--- src/rtl/adc_seq_pkg.sv ---
package adc_seq_pkg;

  localparam int RES_W = 18;

  typedef enum logic [1:0] {
    RATE_12 = 2'b00,
    RATE_14 = 2'b01,
    RATE_16 = 2'b10,
    RATE_18 = 2'b11
  } rate_e;

  typedef struct packed {
    logic       rdy;
    logic [1:0] chan;
    logic       cont;
    rate_e      rate;
    logic [1:0] gain;
  } cfg_t;

  localparam cfg_t CFG_DEFAULT = cfg_t'(8'h90);

  typedef enum logic [1:0] {
    PH_WARM,
    PH_CONV,
    PH_IDLE
  } phase_e;

  function automatic int max_int(input int a, input int b);
    return (a > b) ? a : b;
  endfunction

endpackage

--- src/rtl/adc_cfg_reg.sv ---
module adc_cfg_reg
  import adc_seq_pkg::*;
(
  input  logic       clk,
  input  logic       rst_n,
  input  logic       cfg_wr,
  input  logic [7:0] cfg_wdata,
  input  logic       gc_reset,
  input  logic       gc_convert,
  output logic [1:0] chan,
  output logic       cont,
  output rate_e      rate,
  output logic [1:0] gain,
  output logic       start_req
);

  cfg_t wr_cfg;
  assign wr_cfg = cfg_t'(cfg_wdata);

  // Restart request: broadcast convert, or a write that selects continuous
  // mode or asks for a one-shot start.
  assign start_req = !gc_reset &&
                     (gc_convert || (cfg_wr && (wr_cfg.cont || wr_cfg.rdy)));

  always_ff @(posedge clk or negedge rst_n) begin
    if (!rst_n) begin
      chan <= CFG_DEFAULT.chan;
      cont <= CFG_DEFAULT.cont;
      rate <= CFG_DEFAULT.rate;
      gain <= CFG_DEFAULT.gain;
    end else if (gc_reset) begin
      chan <= CFG_DEFAULT.chan;
      cont <= CFG_DEFAULT.cont;
      rate <= CFG_DEFAULT.rate;
      gain <= CFG_DEFAULT.gain;
    end else if (gc_convert) begin
      cont <= 1'b0;
    end else if (cfg_wr) begin
      chan <= wr_cfg.chan;
      cont <= wr_cfg.cont;
      rate <= wr_cfg.rate;
      gain <= wr_cfg.gain;
    end
  end

endmodule

--- src/rtl/adc_rdy_flag.sv ---
module adc_rdy_flag (
  input  logic clk,
  input  logic rst_n,
  input  logic gc_reset,
  input  logic start_req,
  input  logic conv_done,
  input  logic rd_done,
  input  logic cont,
  output logic rdy
);

  // Ready flag is active low: 0 means an unread fresh result.
  always_ff @(posedge clk or negedge rst_n) begin
    if (!rst_n) begin
      rdy <= 1'b1;
    end else if (gc_reset || start_req) begin
      rdy <= 1'b1;
    end else if (conv_done) begin
      rdy <= 1'b0;
    end else if (rd_done && cont) begin
      rdy <= 1'b1;
    end
  end

endmodule

--- src/rtl/adc_conv_timer.sv ---
module adc_conv_timer
  import adc_seq_pkg::*;
#(
  parameter int STARTUP_CYC = 300,
  parameter int PER_12      = 4167,
  parameter int PER_14      = 16667,
  parameter int PER_16      = 66667,
  parameter int PER_18      = 266667
) (
  input  logic  clk,
  input  logic  rst_n,
  input  logic  gc_reset,
  input  logic  start_req,
  input  logic  cont,
  input  rate_e rate,
  output logic  conv_done,
  output logic  in_warm,
  output logic  in_idle
);

  localparam int MAX_CNT = max_int(max_int(max_int(PER_12, PER_14),
                                           max_int(PER_16, PER_18)),
                                   STARTUP_CYC);
  localparam int CNT_W = $clog2(MAX_CNT + 1);
  localparam logic [CNT_W-1:0] WARM_LAST = CNT_W'(STARTUP_CYC - 1);

  phase_e           phase;
  logic [CNT_W-1:0] cnt;
  logic [CNT_W-1:0] conv_last;
  logic             pend;

  // Period follows the live rate field; a rate change that starts nothing
  // only happens through a one-shot write without the start bit.
  always_comb begin
    unique case (rate)
      RATE_12: conv_last = CNT_W'(PER_12 - 1);
      RATE_14: conv_last = CNT_W'(PER_14 - 1);
      RATE_16: conv_last = CNT_W'(PER_16 - 1);
      default: conv_last = CNT_W'(PER_18 - 1);
    endcase
  end

  assign conv_done = (phase == PH_CONV) && (cnt >= conv_last) &&
                     !start_req && !gc_reset;
  assign in_warm   = (phase == PH_WARM);
  assign in_idle   = (phase == PH_IDLE);

  always_ff @(posedge clk or negedge rst_n) begin
    if (!rst_n) begin
      phase <= PH_WARM;
      cnt   <= '0;
      pend  <= 1'b0;
    end else if (gc_reset) begin
      phase <= PH_WARM;
      cnt   <= '0;
      pend  <= 1'b0;
    end else begin
      unique case (phase)
        PH_WARM: begin
          if (cnt == WARM_LAST) begin
            cnt   <= '0;
            pend  <= 1'b0;
            phase <= (cont || pend || start_req) ? PH_CONV : PH_IDLE;
          end else begin
            cnt <= cnt + 1'b1;
            if (start_req) pend <= 1'b1;
          end
        end
        PH_CONV: begin
          if (start_req) begin
            cnt <= '0;
          end else if (cnt >= conv_last) begin
            cnt   <= '0;
            phase <= cont ? PH_CONV : PH_IDLE;
          end else begin
            cnt <= cnt + 1'b1;
          end
        end
        default: begin
          if (start_req) begin
            cnt   <= '0;
            phase <= PH_CONV;
          end
        end
      endcase
    end
  end

endmodule

--- src/rtl/adc_sat.sv ---
module adc_sat
  import adc_seq_pkg::*;
#(
  parameter int IN_W = 24
) (
  input  logic signed [IN_W-1:0]  din,
  input  rate_e                   rate,
  output logic signed [RES_W-1:0] dout
);

  localparam int NUM_RATES = 4;

  logic signed [RES_W-1:0] cand [NUM_RATES];

  // One clamp per resolution, then pick by rate.
  for (genvar k = 0; k < NUM_RATES; k++) begin : g_clamp
    localparam int NB = 12 + 2 * k;
    localparam logic signed [IN_W-1:0] HI = IN_W'((64'sd1 <<< (NB - 1)) - 64'sd1);
    localparam logic signed [IN_W-1:0] LO = ~HI;
    assign cand[k] = (din > HI) ? RES_W'(HI) :
                     (din < LO) ? RES_W'(LO) :
                                  din[RES_W-1:0];
  end

  assign dout = cand[rate];

endmodule

--- src/rtl/adc_conv_seq.sv ---
module adc_conv_seq
  import adc_seq_pkg::*;
#(
  parameter int SAMPLE_W    = 24,
  parameter int STARTUP_CYC = 300,
  parameter int PER_12      = 4167,
  parameter int PER_14      = 16667,
  parameter int PER_16      = 66667,
  parameter int PER_18      = 266667
) (
  input  logic                       clk,
  input  logic                       rst_n,
  input  logic                       cfg_wr,
  input  logic [7:0]                 cfg_wdata,
  input  logic                       rd_done,
  input  logic                       gc_reset,
  input  logic                       gc_convert,
  input  logic signed [SAMPLE_W-1:0] smp_data,
  output logic signed [RES_W-1:0]    result,
  output logic                       rdy,
  output logic                       standby,
  output logic [7:0]                 cfg_rdata
);

  logic [1:0]              chan;
  logic                    cont;
  rate_e                   rate;
  logic [1:0]              gain;
  logic                    start_req;
  logic                    conv_done;
  logic                    in_warm;
  logic                    in_idle;
  logic signed [RES_W-1:0] sat_val;
  cfg_t                    rd_cfg;

  adc_cfg_reg u_cfg (
    .clk        (clk),
    .rst_n      (rst_n),
    .cfg_wr     (cfg_wr),
    .cfg_wdata  (cfg_wdata),
    .gc_reset   (gc_reset),
    .gc_convert (gc_convert),
    .chan       (chan),
    .cont       (cont),
    .rate       (rate),
    .gain       (gain),
    .start_req  (start_req)
  );

  adc_conv_timer #(
    .STARTUP_CYC (STARTUP_CYC),
    .PER_12      (PER_12),
    .PER_14      (PER_14),
    .PER_16      (PER_16),
    .PER_18      (PER_18)
  ) u_timer (
    .clk       (clk),
    .rst_n     (rst_n),
    .gc_reset  (gc_reset),
    .start_req (start_req),
    .cont      (cont),
    .rate      (rate),
    .conv_done (conv_done),
    .in_warm   (in_warm),
    .in_idle   (in_idle)
  );

  adc_rdy_flag u_rdy (
    .clk       (clk),
    .rst_n     (rst_n),
    .gc_reset  (gc_reset),
    .start_req (start_req),
    .conv_done (conv_done),
    .rd_done   (rd_done),
    .cont      (cont),
    .rdy       (rdy)
  );

  adc_sat #(.IN_W(SAMPLE_W)) u_sat (
    .din  (smp_data),
    .rate (rate),
    .dout (sat_val)
  );

  always_ff @(posedge clk or negedge rst_n) begin
    if (!rst_n) begin
      result <= '0;
    end else if (gc_reset) begin
      result <= '0;
    end else if (conv_done) begin
      result <= sat_val;
    end
  end

  assign standby = in_idle;

  always_comb begin
    rd_cfg.rdy  = rdy;
    rd_cfg.chan = chan;
    rd_cfg.cont = cont;
    rd_cfg.rate = rate;
    rd_cfg.gain = gain;
  end
  assign cfg_rdata = rd_cfg;

endmodule

--- config.mk ---
export PLATFORM = sky130hd
export DESIGN_NAME = adc_conv_seq
export DESIGN_NICKNAME = d
export VERILOG_FILES = /design/src/rtl/adc_seq_pkg.sv /design/src/rtl/adc_cfg_reg.sv /design/src/rtl/adc_rdy_flag.sv /design/src/rtl/adc_conv_timer.sv /design/src/rtl/adc_sat.sv /design/src/rtl/adc_conv_seq.sv
export SDC_FILE = /design/constraint.sdc
export NUM_CORES = 1
export LEC_CHECK = 0
export ABC_CLOCK_PERIOD_IN_PS = 5800
export BUFFER_PORTS_ARGS = -buffer_cell sky130_fd_sc_hd__buf_4
export CORE_MARGIN = 2
export CORE_UTILIZATION = 45
export DETAILED_ROUTE_END_ITERATION = 10
export PLACE_DENSITY = 0.68
export SLEW_MARGIN = 20
export SYNTH_ARGS = -nofsm -noshare
export SYNTH_HDL_FRONTEND = slang
export SYNTH_SLANG_ARGS = --single-unit
--- constraint.sdc ---
create_clock -name clk -period 5.8 [get_ports clk]
set_clock_uncertainty 0.1 [all_clocks]
set_input_delay 1.16 -clock clk [delete_from_list [all_inputs] [get_ports clk]]
set_output_delay 1.16 -clock clk [all_outputs]
set_load 0.02 [all_outputs]
== Word-level counts from Yosys, hierarchy flattened ==
Cells that the tools add are included.

* Output and inout bits: 28
* Latch bits: 0
* ROM bits: 0
* Memories: 0
* Bits in registers: 48
* RAM bits: 0
* Word-level logic and storage cells: 102

* Mux-type cells: 47
* Add/sub/neg operators: 1
* Magnitude comparators: 10
* Divide/modulo/power cells: 0
* Shift operators: 0
* Multipliers: 0
* Bitwise gates (word level): 1
* Eq/ne operators: 9
* Reduce and logical (&&, ||, !) cells: 25

{| class="wikitable"
|+ Operator list
! cell !! count
|-
| 18-bit 2-to-1 mux || 12
|-
| 19-bit 2-to-1 mux || 5
|-
| 19-bit case mux with 3 select lines || 1
|-
| 19-bit case mux with 2 select lines || 1
|-
| 18-bit binary-select mux with 2-bit select || 1
|-
| 2-bit 2-to-1 mux || 16
|-
| 24-bit by 12-bit > comparator with 1-bit output (second input constant) || 1
|-
| 24-bit by 14-bit > comparator with 1-bit output (second input constant) || 1
|-
| 24-bit by 16-bit > comparator with 1-bit output (second input constant) || 1
|-
| 24-bit by 18-bit > comparator with 1-bit output (second input constant) || 1
|-
| 24-bit by 12-bit < comparator with 1-bit output (second input constant) || 1
|-
| 24-bit by 14-bit < comparator with 1-bit output (second input constant) || 1
|-
| 24-bit by 16-bit < comparator with 1-bit output (second input constant) || 1
|-
| 24-bit by 18-bit < comparator with 1-bit output (second input constant) || 1
|-
| 19-bit by 1-bit adder with 19-bit output (second input constant) || 1
|-
| 19-bit by 9-bit equality test with 1-bit output (second input constant) || 1
|-
| 19-bit >= comparator || 1
|-
| 1-bit 2-to-1 mux || 10
|-
| 3-bit nonzero test || 3
|-
| 1-bit logical AND || 6
|-
| 3-bit inequality test (second input constant) || 2
|-
| 2-bit nonzero test || 3
|-
| 1-bit logical OR || 5
|-
| 2-bit by 1-bit equality test with 1-bit output (second input constant) || 2
|-
| other kinds (11) || 15
|}

== Depth between registers and ports, before layout ==
* Word-level depth: 9
* Depth in mapped cells: 12
* Mapped depth without buffers: 10

== Modules after synthesis ==
Synthesis repeated with hierarchy kept, for this count alone.

* Cell total of the unflattened synthesis: 349
* Area total of the unflattened synthesis: 3269.4 µm²

{| class="wikitable"
|+ Modules (own cells, without submodules)
! module !! instances !! seq. area each (µm²) !! cells each !! area an instance (µm²)
|-
| adc_conv_timer || 1 || 550.5 || 192 || 1712.9
|-
| adc_conv_seq || 1 || 450.4 || 60 || 754.5
|-
| adc_sat || 1 || 0.0 || 66 || 450.4
|-
| adc_cfg_reg || 1 || 176.4 || 27 || 311.5
|-
| adc_rdy_flag || 1 || 26.3 || 4 || 40.0
|}

== Worst setup path before layout ==
No wires, ideal clock.

* Path type: register -> register
* From: register u_cfg.rate[0]
* To: register result[10]
* Cell stages (with the launch flop): 12
* Arrival: 3.067 ns
* Setup slack: 2.554 ns
* Required time: 5.622 ns
* Period minus slack after synthesis: 3.246 ns
* Path buffers: 2
* Cell sequence: dfrtp_1 > clkbuf_1 > inv_1 > ha_1 > ha_1 > a211o_1 > a21oi_1 > a21oi_1 > a211o_2 > a21oi_1 > buf_4 > o2bb2ai_1

* Word-level cells in the longest chain between the ends: 7
* Elaborated cells on any way between the ends: 15

{| class="wikitable"
|+ Ends and longest elaborated chain
! element !! line !! text
|-
| from (decl) || adc_cfg_reg.sv:12 || <nowiki>output rate_e rate,</nowiki>
|-
| from (signal assigned) || adc_cfg_reg.sv:29 || <nowiki>rate <= CFG_DEFAULT.rate;</nowiki>
|-
| from (signal assigned) || adc_cfg_reg.sv:34 || <nowiki>rate <= CFG_DEFAULT.rate;</nowiki>
|-
| from (signal assigned) || adc_cfg_reg.sv:41 || <nowiki>rate <= wr_cfg.rate;</nowiki>
|-
| 2-bit equality test (tied with other cells) || adc_conv_timer.sv:35 || <nowiki>unique case (rate)</nowiki>
|-
| 19-bit case mux with 3 select lines || adc_conv_timer.sv:35 ||
|-
| 19-bit >= comparator || adc_conv_timer.sv:43 || <nowiki>assign conv_done = (phase == PH_CONV) && (cnt >= conv_last) &&</nowiki>
|-
| 1-bit logical AND (2 in a row) || adc_conv_timer.sv:43 ||
|-
| 1-bit logical AND || adc_conv_timer.sv:44 || <nowiki>!start_req && !gc_reset;</nowiki>
|-
| 2-bit nonzero test (no line) || -- ||
|-
| to (signal assigned) || adc_conv_seq.sv:91 || <nowiki>result <= sat_val;</nowiki>
|-
| to (decl) || adc_conv_seq.sv:19 || <nowiki>output logic signed [RES_W-1:0] result,</nowiki>
|}

Several ways; a longest one is shown, not always the timed one. The select of a mux whose other input is x is not followed.
A chain may end at the register's enable or synchronous reset.

== Worst setup path after layout ==
* From: register u_cfg.rate[0]
* To: register u_timer.cnt[4]

* Word-level cells in the longest chain between the ends: 7
* Elaborated cells on any way between the ends: 9

{| class="wikitable"
|+ Ends and longest elaborated chain
! element !! line !! text
|-
| 2-bit equality test (tied with other cells) || adc_conv_timer.sv:35 ||
|-
| 19-bit case mux with 3 select lines * || adc_conv_timer.sv:35 ||
|-
| 19-bit >= comparator * || adc_conv_timer.sv:72 || <nowiki>end else if (cnt >= conv_last) begin</nowiki>
|-
| 19-bit 2-to-1 mux * || adc_conv_timer.sv:72 ||
|-
| 19-bit 2-to-1 mux * || adc_conv_timer.sv:70 || <nowiki>if (start_req) begin</nowiki>
|-
| 19-bit case mux with 2 select lines * || adc_conv_timer.sv:58 || <nowiki>unique case (phase)</nowiki>
|-
| 19-bit 2-to-1 mux * || adc_conv_timer.sv:53 || <nowiki>end else if (gc_reset) begin</nowiki>
|-
| to (signal assigned) || adc_conv_timer.sv:65 || <nowiki>cnt <= cnt + 1'b1;</nowiki>
|-
| to (signal assigned) || adc_conv_timer.sv:76 || <nowiki>cnt <= cnt + 1'b1;</nowiki>
|-
| to (decl) || adc_conv_timer.sv:28 || <nowiki>logic [CNT_W-1:0] cnt;</nowiki>
|}

Every way passes the cells marked *; elsewhere a longest branch is shown, timed or not.

==> results.yml <==
outcome:
  status: "complete, no violations"
die:
  fp.dieH_um: 87.9
  start_util_pct: 46.6
  die_w_um: 87.9
  core_area_um2: 6790
  ios: 66
  die-area_um2: 7720
  placementRows: 30
worst_setup_path:
  path_class: "flip-flop to flip-flop"
  startpoint_type: "flip-flop"
  worstPathMaxFanout: 21
  crit_arrival_ps: 3870
  worstPathRequired_ps: 5860
  cp-end-kind: "flip-flop"
global_route:
  antenna_found_initial: 0
  grt_use_total_pct: 21.5
  gr-usage-met1_pct: 31.9
  grt_use_met2_pct: 33.5
  grt_pass1_wl_um: 13200
  gr-usage-met3_pct: 2.83
  grt_overflow_total: 0
  grt_pass1_vias: 2679
  busiest_layer: "met2"
  grt_max_degree: 49
final_layout:
  area_delta_synth_final_pct: 20.4
  utilization_pct: 56.1
  final_nets: 476
  layout-drive-gt1-share_pct: 20.3
  final_cells: 514
  diodes: 0
  fin_area_um2: 3810
  n_fill_cell: 615
route:
  first_pass_iters: 4
  drt-vias-per-instance: 5.86
  drt-total-wl_um: 8290
  vias: 3011
  postRouteAntennaNets: 0
  wl_per_cell_um: 16.1
  drtIter0Drc: 250
  post-route-drc-count: 0
synthesis:
  yosysWarnings: 0
  synth.most_common_cell: "dfrtp_1"
  synth_edf_count: 0
  synthFlopType: "dfrtp_1"
  synth.area.top_cells: "dfrtp_1 36%, ha_1 8.3%, a21oi_1 5.4%, mux2i_1 4.1%, nand2_1 3.9%"
  yosysUniqueCellTypes: 52
  synth.top_cell.area_share_pct: 36.4
  netlist_area_um2: 3160
  synth_top_area_cell: "dfrtp_1"
  syn_nets: 424
  postSynthAreaPerCell_um2: 8.67
  netlist_top_cells_count: "46 x dfrtp_1, 34 x a21oi_1, 33 x nand2_1, 29 x nor2_1, 21 x ha_1"
  synth_cells: 365
  ys_async_sr_fraction_pct: 100
  ys_seq_area_share_pct: 38.0
  synth-seq-cells: 48
sta:
  tns_ps: 0
  rsz0062_at_grt: "false"
  period_share_pct: 65.7
  max_freq_ghz: 0.262
  setup_violations: 0
  finalMaxSlewViolations: 0
  finalHoldViolations: 0
  relSlewSlack_pct: 34.1
  tightest_slew_ps: 984
  fin_crit_ps: 3810
worst_hold_path:
  hold_class: "flip-flop to flip-flop"
clock_tree:
  tritoncts: "done"
  clk_latency_ps: 300
  cts_root_buf: "clkbuf_8"
  path_clk_slew_ps: 90
  htree_levels: 2
  cts_resized: 0
  cts_hold_buf: 0
  cts.sinks: 48
  numCtsBuffers: 5
  post_cts_buffers: 0
  cts_buffer_depth: 2
place:
  dp.cells: 506
  gp_congestion: 0.874
  portBuffers: 65
  dp_hpwl_um: 6060
  placed_area_um2: 3700
power:
  p_total_w: 0.000744
  powerDensity_nw_per_um2: 195
  peakVddDrop_mv: 0.141
  leakagePower_nw: 1.73
run:
  maxCapViolations: 0
## layout by cell type, fill, tap and decap left out, types with 4 or more instances in the layout
cell type	n
ha_1	21
a21oi_1	33
o21ai_1	17
o31a_1	4
o31ai_1	7
nor4_1	7
dfrtp_1	46
o211ai_1	4
a211oi_1	4
nand4_1	7
clkbuf_8	5
mux2i_1	13
inv_1	12
nand3_1	10
buf_4	67
nor2_1	29
nand2_1	33
o2bb2ai_1	12
nor3_1	15
o21ai_0	10
and2_1	4
## final timing paths
check,slack [ps],endpoint,startpoint,cells after the start
max in group asynchronous,4410,u_timer.cnt[13],rst_n,1
worst min register to register,390,result[10],result[10],1
worst min-delay path,390,result[10],result[10],1
worst max-delay path,1990,u_timer.cnt[4],u_cfg.rate[0],10
worst max register to register,1990,u_timer.cnt[4],u_cfg.rate[0],10
min in group asynchronous,760,u_timer.cnt[3],rst_n,1
## critical path: stages, from the launching register on
cell,delay [ps]
dfrtp_1,660
inv_1,260
ha_1,370
ha_1,300
nand4bb_1,140
or4_1,560
a21oi_1,250
a211oi_2,70
buf_4,220
nor2_1,560
o211ai_1,190
## stage by stage
stage          setup slack, ps  hold slack, ps
3_5_place_dp              1990             379
3_3_place_gp              2060             374
2_1_floorplan             2550             386
5_1_grt                   1680             416
4_1_cts                   1950             401
6_report                  1990             392
## flip-flops by register name, indices dropped and copies added (netlist names)
register and cells:
u_timer.phase 2, u_cfg.chan 2, u_cfg.rate 2, u_timer.cnt 19
u_rdy.rdy 1, u_timer.pend 1, result 18, u_cfg.gain 2
u_cfg.cont 1
## logic make-up after synthesis
| family | Yosys count | synth area share, % |
|---|---|---|
| compound gates | 121 | 25.1 |
| simple gates | 127 | 19.8 |
| mux | 13 | 4.11 |
| flops | 48 | 38.0 |
| buf+inv | 35 | 4.55 |
| fa+ha+maj | 21 | 8.30 |
## layer usage
| metal | vias up | share of wire, % |
|---|---|---|
| met4 | 0 | 0.64 |
| met3 | 4 | 4.6 |
| li1 | 1464 | - |
| met1 | 1457 | 48 |
| met5 | - | 0 |
| met2 | 86 | 47 |
## final cells by class
type | instances | area, um^2 | share of cell area [%]
clock buffers | 6 | 72.6 | 1.91
clock inverters | 2 | 35.0 | 0.920
inverters | 13 | 48.8 | 1.28
multi-input cells | 282 | 1830 | 47.9
flip-flops and latches | 48 | 1200 | 31.6
well taps | 96 | 120 | 3.15
repair buffers | 67 | 503 | 13.2
## power breakdown
group / internal (W) / total [W] / leakage (nW) / switching [W]
registers: 0.000346 / 0.000364 / 0.656 / 0.0000175
clock network: 0.000128 / 0.000242 / 0.0552 / 0.000114
logic: 0.0000546 / 0.000138 / 1.02 / 0.0000835
(Power assumes the default switching activity.)
